$ cat src/rtl/refresh_pacer_pkg.sv
package refresh_pacer_pkg;
  typedef struct packed {
    logic tick;   // interval elapsed this cycle
    logic take;   // grant accepted this cycle
  } pacerStrobes_t;
endpackage

$ cat src/rtl/pacer_ctrl.sv
module pacer_ctrl
  import refresh_pacer_pkg::*;
#(
  parameter int CLK_PERIOD_NS    = 100,
  parameter int NORM_INTERVAL_NS = 7800,
  parameter int HOT_INTERVAL_NS  = 3900
) (
  input  logic          clk,
  input  logic          rstN,
  input  logic          hotCase,
  input  logic          banksIdle,
  input  logic          refGrant,
  input  logic          pendAny,
  output logic          refReq,
  output pacerStrobes_t strobes
);
  localparam int NORM_LIM = NORM_INTERVAL_NS / CLK_PERIOD_NS;
  localparam int HOT_LIM  = HOT_INTERVAL_NS / CLK_PERIOD_NS;
  localparam int TW       = $clog2(NORM_LIM + 1);
  localparam logic [TW-1:0] NORM_TOP = TW'(NORM_LIM - 1);
  localparam logic [TW-1:0] HOT_TOP  = TW'(HOT_LIM - 1);

  logic [TW-1:0] remain;
  logic [TW-1:0] remainNext;

  always_comb begin
    if (remain == '0)
      remainNext = hotCase ? HOT_TOP : NORM_TOP;
    else if (hotCase && (remain > HOT_TOP))
      remainNext = HOT_TOP;
    else
      remainNext = remain - 1'b1;
  end

  always_ff @(posedge clk or negedge rstN) begin
    if (!rstN) remain <= NORM_TOP;
    else       remain <= remainNext;
  end

  assign refReq       = pendAny & banksIdle;
  assign strobes.tick = (remain == '0);
  assign strobes.take = refReq & refGrant;
endmodule

$ cat src/rtl/pacer_dp.sv
module pacer_dp
  import refresh_pacer_pkg::*;
#(
  parameter int MAX_PENDING = 8,
  localparam int PW = $clog2(MAX_PENDING + 1)
) (
  input  logic          clk,
  input  logic          rstN,
  input  pacerStrobes_t strobes,
  output logic [PW-1:0] pendCount,
  output logic          pendAny,
  output logic          refStall
);
  localparam logic [PW-1:0] FULL = PW'(MAX_PENDING);

  logic [PW-1:0] backlog;

  always_ff @(posedge clk or negedge rstN) begin
    if (!rstN) begin
      backlog <= '0;
    end else begin
      unique case ({strobes.tick, strobes.take})
        2'b10:   if (backlog != FULL) backlog <= backlog + 1'b1;
        2'b01:   backlog <= backlog - 1'b1;
        default: backlog <= backlog;
      endcase
    end
  end

  assign pendCount = backlog;
  assign pendAny   = (backlog != '0);
  assign refStall  = (backlog == FULL);
endmodule

$ cat src/rtl/refresh_pacer.sv
module refresh_pacer
  import refresh_pacer_pkg::*;
#(
  parameter int CLK_PERIOD_NS    = 100,
  parameter int NORM_INTERVAL_NS = 7800,
  parameter int HOT_INTERVAL_NS  = 3900,
  parameter int MAX_PENDING      = 8,
  localparam int PW = $clog2(MAX_PENDING + 1)
) (
  input  logic          clk,
  input  logic          rstN,
  input  logic          hotCase,
  input  logic          banksIdle,
  input  logic          refGrant,
  output logic          refReq,
  output logic [PW-1:0] pendCount,
  output logic          refStall
);
  pacerStrobes_t strobes;
  logic          pendAny;

  pacer_ctrl #(
    .CLK_PERIOD_NS(CLK_PERIOD_NS),
    .NORM_INTERVAL_NS(NORM_INTERVAL_NS),
    .HOT_INTERVAL_NS(HOT_INTERVAL_NS)
  ) uCtrl (
    .clk(clk), .rstN(rstN), .hotCase(hotCase), .banksIdle(banksIdle),
    .refGrant(refGrant), .pendAny(pendAny), .refReq(refReq), .strobes(strobes)
  );

  pacer_dp #(.MAX_PENDING(MAX_PENDING)) uDp (
    .clk(clk), .rstN(rstN), .strobes(strobes),
    .pendCount(pendCount), .pendAny(pendAny), .refStall(refStall)
  );
endmodule

$ cat config.mk
export PLATFORM = sky130hd
export DESIGN_NAME = refresh_pacer
export DESIGN_NICKNAME = d
export VERILOG_FILES = /design/src/rtl/refresh_pacer_pkg.sv /design/src/rtl/pacer_ctrl.sv /design/src/rtl/pacer_dp.sv /design/src/rtl/refresh_pacer.sv
export SDC_FILE = /design/constraint.sdc
export NUM_CORES = 1
export LEC_CHECK = 0
export BUFFER_PORTS_ARGS = -buffer_cell sky130_fd_sc_hd__buf_4
export CORE_MARGIN = 4
export CORE_UTILIZATION = 50
export CTS_CLUSTER_DIAMETER = 80
export DETAILED_ROUTE_END_ITERATION = 10
export GPL_TIMING_DRIVEN = 0
export PLACE_DENSITY = 0.82
export SKIP_CTS_REPAIR_TIMING = 1
export SYNTH_ARGS = -nofsm -noshare
export SYNTH_HDL_FRONTEND = slang
export SYNTH_SLANG_ARGS = --single-unit
$ cat constraint.sdc
create_clock -name clk -period 3.13 [get_ports clk]
set_input_delay 0.626 -clock clk [delete_from_list [all_inputs] [get_ports clk]]
set_output_delay 0.626 -clock clk [all_outputs]
set_load 0.01 [all_outputs]
==> impl_metrics.env, run 1 <==
export IMPL_outcome="completed"
export IMPL_synth_edf_count=0
export IMPL_grt_max_degree=12
export IMPL_first_global_vias=579
export IMPL_cts_tree="built"
export IMPL_tns_ps=0
export IMPL_multiInputGateArea_sq_um=422
export IMPL_ir_drop_mv=0.496
export IMPL_root_buffer="clkbuf_4"
export IMPL_grt_usage=0.158
export IMPL_yosys_register_bits=11
export IMPL_clk_pin_slew_ps=70
export IMPL_synth_area_leader_cell="dfrtp_1"
export IMPL_p_total_uw=824
export IMPL_synth_top_area_share=0.238
export IMPL_fill_cells=110
export IMPL_detail_route_wl_per_cell_microns=13.4
export IMPL_final_antenna_net_count=0
export IMPL_final_cell_area_sq_um=858
export IMPL_ys_top_cells_by_area="dfrtp_1, dfstp_2, ha_1"
export IMPL_powerDensity_nw_per_um2=960
export IMPL_crit_top_cell="ha_1"
export IMPL_portBuffers=10
export IMPL_synth_cell_area_sq_um=737
export IMPL_grt_overflow=0
export IMPL_cts_buffers=3
export IMPL_seq_area_sq_um=280
export IMPL_cp_max_fo=5
export IMPL_cap_violations=0
export IMPL_cp_cell_sequence="inv_1 -> ha_1 -> nor2b_1 -> a211oi_2 -> ha_1 -> a21oi_1 -> and2_1 -> a22oi_1 -> xnor2_1"
export IMPL_setup_viol=0
export IMPL_ys_flop_type="dfrtp_1"
export IMPL_die_area_sq_um=2150
export IMPL_grt_pass1_wl_mm=2.48
export IMPL_vias_per_cell=5.53
export IMPL_p_leak_uw=0.000395
export IMPL_antenna_found_initial=0
export IMPL_clkLatencyLatePin_ps=260
export IMPL_synthCells=69
export IMPL_syn_to_final_growth_pct=16.5
export IMPL_rsz0062_at_grt="no"
export IMPL_start_util=0.546
export IMPL_holdWs_ps=179
export IMPL_rows=13
export IMPL_diodes=0
export IMPL_firstDrtPassIters=4
export IMPL_yosysUniqueCellTypes=33
export IMPL_dp_hpwl_mm=1.06
export IMPL_maxSlewHeadroom=0.705
export IMPL_startpoint_type="register"
export IMPL_synth_nets=80
export IMPL_worst_pin_slew_ps=437
export IMPL_skew_ps=1.47
export IMPL_critical_path_slowest_cell="dfstp_2"
export IMPL_fin_crit_ps=2500
export IMPL_nets=95
export IMPL_worstPathRequired_ps=3280
export IMPL_fmax_mhz=400
export IMPL_cp_end_kind="register"
export IMPL_vias=542
export IMPL_die_h_microns=46.4
export IMPL_gp_congestion=0.796
export IMPL_async_flop_share=1.00
export IMPL_wirelength_mm=1.32
export IMPL_yosys_warnings=0
export IMPL_postSynthAreaPerCell_sq_um=10.7
export IMPL_yosysSeqAreaShare=0.380
export IMPL_die_width_microns=46.4
export IMPL_worstSetupPathType="register to register"
export IMPL_drc=0
export IMPL_arrival_ps=2650
export IMPL_hp_class="primary input to asynchronous set/reset pin"
export IMPL_clkSinkCount=11
export IMPL_final_max_slew_viol_count=0
export IMPL_drive_above_1_share=0.325
export IMPL_drt_iter0_drc=3
export IMPL_post_route_period_util=0.798
export IMPL_coreArea_sq_um=1350
export IMPL_finalHoldViolCount=0
export IMPL_clockBufferDepth=2
export IMPL_io_pins=11
export IMPL_placed_area_sq_um=831
export IMPL_htree_num_levels=1
export IMPL_cpPeakStageDelay_ps=550
worst max-delay path, delay by kind of cell, from the launching register on:
kind / cells / cell delay, ps
AOI/OAI and AO/OA: 3 / 700
adders and majority gates: 2 / 590
DFF: 1 / 550
and+or+nand+nor: 2 / 330
xor gates and xnor gates: 1 / 150
buffers and inverters: 1 / 70
metal layers:
metal,global-route usage,vias to the layer above,share of wire
met5,0,-,0
met4,0.0511,0,0
met3,0.0117,0,0.032
met2,0.250,12,0.48
met1,0.227,256,0.49
li1,-,274,-
where the power goes:
part           leakage [uW]  internal, uW  switching [uW]
sequential         0.000123           224             103
clock             0.0000177          47.2            47.8
combinational      0.000254           209             193
cell usage after synthesis, drive strengths merged (2+ instances only):
library cell,instances
a21oi,7
a22oi,2
and2,2
dfrtp,7
dfstp,4
ha,5
inv,8
nand2,3
nor3,2
o21ai,2
o31a,2
or3,2
xnor2,4
xor2,3
area by class of cell:
type / count / area share
buffer: 1 / 0.00583
clock buffer: 3 / 0.0262
clock inverter: 1 / 0.00583
inverter: 8 / 0.0350
multi-input combinational: 49 / 0.491
sequential: 11 / 0.327
tap: 15 / 0.0219
timing repair buffer: 10 / 0.0875
stage by stage:
step           setup WS [ps]  utilization  std cells
6_report                 631        0.636         98
3_5_place_dp             630        0.615         94
3_3_place_gp             708        0.615         94
4_1_cts                  618        0.636         98
5_1_grt                  458        0.636         98
2_1_floorplan            866            -         69
cells in the final DEF (no fill, tap or decap):
cell type,Yosys,layout
a21oi_2,2,2
nor4_4,1,1
nand3_1,1,1
a211oi_2,1,1
nand2_1,3,3
xor2_1,3,3
o211ai_1,1,1
a22oi_1,2,2
o31ai_1,1,1
inv_2,1,1
o41ai_2,1,1
o21a_1,1,1
clkinv_2,0,1
buf_2,1,1
nor2_1,1,1
o211a_1,1,1
mux2i_1,1,1
nor2b_1,1,1
o21ai_1,1,1
nor3_1,2,2
mux2_4,1,1
or3_1,2,2
xnor2_1,4,4
clkbuf_4,0,3
dfrtp_1,7,7
nor4b_2,1,1
and2_1,2,2
fa_1,1,1
dfstp_2,4,4
inv_1,7,7
o21ai_0,1,1
buf_4,0,10
o31a_1,2,2
ha_1,5,5
and3b_1,1,1
a21oi_1,5,5
state kept, by name, summed over array words and instances (netlist names):
name           flops
uDp.pendCount      4
uCtrl.remain       7
kinds of logic after synthesis:
group	after synthesis	share of synthesized area
and+or+nand+nor	15	0.144
buffers and inverters	9	0.0475
xor gates and xnor gates	7	0.0832
AOI/OAI and AO/OA	19	0.199
DFF	11	0.380
adders and majority gates	6	0.112
muxes	2	0.0340
worst paths after layout:
kind	start	to	slack [ps]	cells after the start
setup / recovery	uCtrl.remain[0]	uDp.pendCount[3]	630	9
min in group clk	uCtrl.remain[6]	uCtrl.remain[6]	520	2
hold reg to reg	uCtrl.remain[6]	uCtrl.remain[6]	520	2
max in group asynchronous	rstN	uCtrl.remain[6]	2730	1
hold / removal	rstN	uDp.pendCount[2]	180	1
setup reg to reg	uCtrl.remain[0]	uDp.pendCount[3]	630	9
No activity file was read; power rests on OpenSTA's default activity.
==> inputs of run 2 (changes only) <==
Clock period 3.13 ns to 2.59 ns, I/O delays scaled along.
==> run 2 against run 1 <==
  * First-iteration DRC count rose by 130%
  * Highest routed layer is now met4
  * Largest cell class unchanged
  * Die area did not move
  * Sequential cell count did not move
  * Utilization rose by 1.1 points
==> impl_metrics.env, run 2 (synthesis gave the netlist of run 1 again) <==
export IMPL_post_route_period_util=0.903
export IMPL_cts_tree="built"
export IMPL_placed_cells=94
export IMPL_regToRegSetupSlack_ps=250
export IMPL_cp_cell_sequence="inv_1 -> ha_1 -> nor2b_1 -> a211oi_2 -> buf_4 -> ha_1 -> a21oi_1 -> a21oi_1 -> a22oi_1 -> xnor2_1"
export IMPL_ir_drop_mv=0.599
export IMPL_tns_ps=0
export IMPL_die_h_microns=46.4
export IMPL_vias=564
export IMPL_grt_usage=0.158
export IMPL_grt_pass1_wl_mm=2.48
export IMPL_cp_max_fo=5
export IMPL_outcome="completed"
export IMPL_largest_reg_flops=7
export IMPL_p_leak_uw=0.000405
export IMPL_portBuffers=10
export IMPL_gp_congestion=0.796
export IMPL_power_switching_uw=417
export IMPL_maxSlewHeadroom=0.684
export IMPL_powerDensity_nw_per_um2=1150
export IMPL_first_global_vias=579
export IMPL_reg2reg_depth=10
export IMPL_clkLatencyLatePin_ps=260
export IMPL_p_clk_frac=0.114
export IMPL_io_pins=11
export IMPL_p_int_uw=586
export IMPL_htree_num_levels=1
export IMPL_nets=97
export IMPL_die_area_sq_um=2150
export IMPL_cap_violations=0
export IMPL_final_cell_area_sq_um=873
export IMPL_worst_pin_slew_ps=468
export IMPL_worstSetupPathType="register to register"
export IMPL_startpoint="uCtrl.remain[0]"
export IMPL_final_antenna_net_count=0
export IMPL_final_common_cell="buf_4"
export IMPL_top_register="uCtrl.remain"
export IMPL_dp_hpwl_mm=1.06
export IMPL_pwr_share_comb=0.492
export IMPL_start_util=0.546
export IMPL_clockBufferDepth=2
export IMPL_antenna_found_initial=0
export IMPL_timing_rr_end="uDp.pendCount[3]"
export IMPL_clk_pin_slew_ps=70
export IMPL_firstDrtPassIters=5
export IMPL_fmax_mhz=428
export IMPL_drt_iter0_drc=7
export IMPL_clkSinkCount=11
export IMPL_setup_viol=0
export IMPL_detail_route_wl_per_cell_microns=13.8
export IMPL_drc=0
export IMPL_final_max_slew_viol_count=0
export IMPL_drive_above_1_share=0.341
export IMPL_hp_class="primary input to asynchronous set/reset pin"
export IMPL_die_width_microns=46.4
export IMPL_critical_path_slowest_cell="dfstp_2"
export IMPL_wirelength_mm=1.38
export IMPL_cp_end_kind="register"
export IMPL_placed_area_sq_um=831
export IMPL_p_total_uw=1000
export IMPL_grt_overflow=0
export IMPL_grt_max_degree=12
export IMPL_stdcell_count=100
export IMPL_rows=13
export IMPL_arrival_ps=2530
export IMPL_sw_frac_of_total=0.416
export IMPL_worstPathRequired_ps=2780
export IMPL_diodes=0
export IMPL_skew_ps=1.07
export IMPL_fill_cells=110
export IMPL_cpPeakStageDelay_ps=550
export IMPL_final_cell_mix="buf_4, inv_1, dfrtp_1"
export IMPL_coreArea_sq_um=1350
export IMPL_holdWs_ps=74.1
export IMPL_root_buffer="clkbuf_4"
export IMPL_fin_crit_ps=2340
export IMPL_startpoint_type="register"
export IMPL_worstReg2RegStart="uCtrl.remain[0]"
export IMPL_vias_per_cell=5.64
export IMPL_rsz0062_at_grt="no"
export IMPL_cts_buffers=3
export IMPL_syn_to_final_growth_pct=18.5
export IMPL_finalHoldViolCount=0
export IMPL_power_frac_seq=0.394
[run 2: changes by cell type in the layout (fill, tap and decap cells not counted)]
cell / before / now
buf_4: 10 / 12
[run 2: layout make-up]
| type | instances | area, sq um | area share |
|---|---|---|---|
| Clock inverter | 1 | 5.00 | 0.00573 |
| Inverter | 8 | 30.0 | 0.0344 |
| Tap cell | 15 | 18.8 | 0.0215 |
| Clock buffer | 3 | 22.5 | 0.0258 |
| Buffer | 1 | 5.00 | 0.00573 |
| Multi-Input combinational cell | 49 | 422 | 0.483 |
| Timing Repair Buffer | 12 | 90.1 | 0.103 |
| Sequential cell | 11 | 280 | 0.321 |
[run 2: how the worst max path moves through the flow]
stage	end	slack (ps)	depth (start not counted)
floorplan	uDp.pendCount[2]	330	8
global placement	uDp.pendCount[3]	170	9
detailed placement	uDp.pendCount[3]	90	9
CTS	uDp.pendCount[3]	80	9
global route	uDp.pendCount[3]	90	10
finish	uDp.pendCount[3]	250	10
[run 2: worst max-delay path: cells and delay by family, from the launching register on]
family,cells,cell delay (ps)
buffers and inverters,2,240
DFF,1,550
adders and majority gates,2,500
and+or+nand+nor,1,180
AOI/OAI and AO/OA,4,670
xor gates and xnor gates,1,140
[run 2: routing by layer]
metal / track usage / up-vias / routed length (microns)
met5: 0 / - / 0
met4: 0.0511 / 0 / 12
met3: 0.0117 / 2 / 37
met2: 0.250 / 16 / 667
met1: 0.227 / 269 / 659
li1: - / 277 / -
[run 2: through the flow]
step                setup WS, ps  utilization
global route                88.5        0.647
global placement             168        0.615
CTS                         77.6        0.636
floorplan                    326            -
detailed placement          89.6        0.615
finish                       252        0.647
[run 2: power by group through the flow]
stage	logic, uW	clock network [uW]	registers (uW)
detailed placement	486	0	396
finish	494	114	395
global placement	469	0	392
floorplan	347	0	385
global route	560	125	410
CTS	490	118	396
==> inputs of run 3 (changes only) <==
Settings changed: BUFFER_PORTS_ARGS -buffer_cell sky130_fd_sc_hd__buf_4 to -buffer_cell sky130_fd_sc_hd__buf_2, CELL_PAD_IN_SITES_DETAIL_PLACEMENT from default to 1, CELL_PAD_IN_SITES_GLOBAL_PLACEMENT from default to 1, CORE_UTILIZATION 50 to 42, PLACE_DENSITY 0.82 to 0.86.
==> run 3 against run 2 <==
  * Total power up 7.6%
  * Clock power up 12%
  * Die area up 16%
  * Sequential power up 2%
  * Hold slack better by 19 ps
  * Highest routed layer unchanged
==> impl_metrics.env, run 3 (synthesis gave the netlist of run 1 again) <==
export IMPL_worstSetupPathType="register to register"
export IMPL_final_common_cell="buf_2"
export IMPL_final_antenna_net_count=0
export IMPL_finalHoldViolCount=0
export IMPL_crit_top_cell="a21oi_1"
export IMPL_coreArea_sq_um=1580
export IMPL_grt_usage=0.171
export IMPL_global_route_usage_met2=0.291
export IMPL_final_max_slew_viol_count=0
export IMPL_outcome="completed"
export IMPL_post_route_period_util=0.954
export IMPL_critical_path_slowest_cell="dfstp_2"
export IMPL_p_leak_uw=0.000395
export IMPL_die_width_microns=49.9
export IMPL_drt_iter0_drc=12
export IMPL_grtUsageMet3=0.0181
export IMPL_hp_class="primary input to asynchronous set/reset pin"
export IMPL_stdcell_count=101
export IMPL_grt_overflow=0
export IMPL_vias=572
export IMPL_clkSinkCount=11
export IMPL_maxSlewHeadroom=0.592
export IMPL_rows=14
export IMPL_first_global_vias=655
export IMPL_diodes=0
export IMPL_final_cell_mix="buf_2, inv_1, dfrtp_1"
export IMPL_placed_area_sq_um=807
export IMPL_skew_ps=2.34
export IMPL_syn_to_final_growth_pct=17.8
export IMPL_wirelength_mm=2.00
export IMPL_tns_ps=0
export IMPL_root_buffer="clkbuf_4"
export IMPL_die_area_sq_um=2490
export IMPL_regToRegSetupSlack_ps=120
export IMPL_cp_max_fo=5
export IMPL_cts_buffers=3
export IMPL_grt_max_degree=12
export IMPL_fin_crit_ps=2470
export IMPL_portBuffers=10
export IMPL_top_usage_layer="met2"
export IMPL_largest_reg_flops=7
export IMPL_nets=97
export IMPL_htree_num_levels=1
export IMPL_setup_slack_ps=118
export IMPL_cp_end_kind="register"
export IMPL_die_h_microns=49.9
export IMPL_placed_cells=95
export IMPL_use_met1=0.207
export IMPL_ir_drop_mv=0.574
export IMPL_timing_rr_end="uDp.pendCount[3]"
export IMPL_cp_cell_sequence="inv_1 -> ha_1 -> nor2b_1 -> a211oi_4 -> ha_4 -> a21oi_1 -> a21oi_1 -> a22oi_1 -> xnor2_1"
export IMPL_firstDrtPassIters=4
export IMPL_cpPeakStageDelay_ps=560
export IMPL_clk_pin_slew_ps=80
export IMPL_cts_tree="built"
export IMPL_top_register="uCtrl.remain"
export IMPL_gp_congestion=0.736
export IMPL_drive_above_1_share=0.341
export IMPL_grt_pass1_wl_mm=3.11
export IMPL_startpoint="uCtrl.remain[0]"
export IMPL_arrival_ps=2670
export IMPL_vias_per_cell=5.66
export IMPL_dp_hpwl_mm=1.37
export IMPL_start_util=0.467
export IMPL_antenna_found_initial=0
export IMPL_clkLatencyLatePin_ps=280
export IMPL_startpoint_type="register"
export IMPL_cp_endpoint="uDp.pendCount[3]"
export IMPL_powerDensity_nw_per_um2=1240
export IMPL_clockBufferDepth=2
export IMPL_p_total_uw=1080
export IMPL_reg2reg_depth=9
export IMPL_final_cell_area_sq_um=868
export IMPL_io_pins=11
export IMPL_dp_slack_ps=28.4
export IMPL_worst_pin_slew_ps=606
export IMPL_fmax_mhz=405
export IMPL_worstReg2RegStart="uCtrl.remain[0]"
export IMPL_setup_viol=0
export IMPL_cap_violations=0
export IMPL_detail_route_wl_per_cell_microns=19.8
export IMPL_drc=0
export IMPL_worstPathRequired_ps=2790
[run 3: per-stage QoR]
stage / hold WS, ps / utilization
3_3_place_gp: 398 / 0.512
4_1_cts: 104 / 0.529
6_report: 92.6 / 0.551
5_1_grt: 108 / 0.551
2_1_floorplan: 222 / -
3_5_place_dp: 400 / 0.512
[run 3: area by class of cell]
type / count / area (sq um)
timing repair buffer: 12 / 65.1
clock buffer: 4 / 26.3
sequential: 11 / 280
inverter: 8 / 30.0
tap: 16 / 20.0
fill: 191 / 708
buffer: 1 / 5.00
multi-input combinational: 49 / 442
[run 3: worst min-delay path by stage]
stage	slack [ps]	from	to
4_1_cts	100	rstN	uCtrl.remain[1]
2_1_floorplan	220	rstN	uCtrl.remain[1]
3_3_place_gp	400	rstN	uDp.pendCount[1]
5_1_grt	110	rstN	uDp.pendCount[1]
3_5_place_dp	400	rstN	uDp.pendCount[1]
6_report	90	rstN	uCtrl.remain[4]
[run 3: routing by layer]
| layer | wire length (microns) | vias to the layer above |
|---|---|---|
| li1 | - | 272 |
| met1 | 900 | 284 |
| met2 | 1010 | 11 |
| met3 | 37 | 5 |
| met4 | 48 | 0 |
| met5 | 0 | - |
[run 3: critical path: cells and delay by family (launching register included)]
kind	cells	cell delay, ps
DFF	1	560
xor gates and xnor gates	1	160
adders and majority gates	2	520
buffers and inverters	1	80
AOI/OAI and AO/OA	4	860
and+or+nand+nor	1	210
[run 3: where the power goes]
group          switching [uW]  internal [uW]
Clock                    68.2           59.9
Sequential                130            270
Combinational             297            254
Total                     495            584
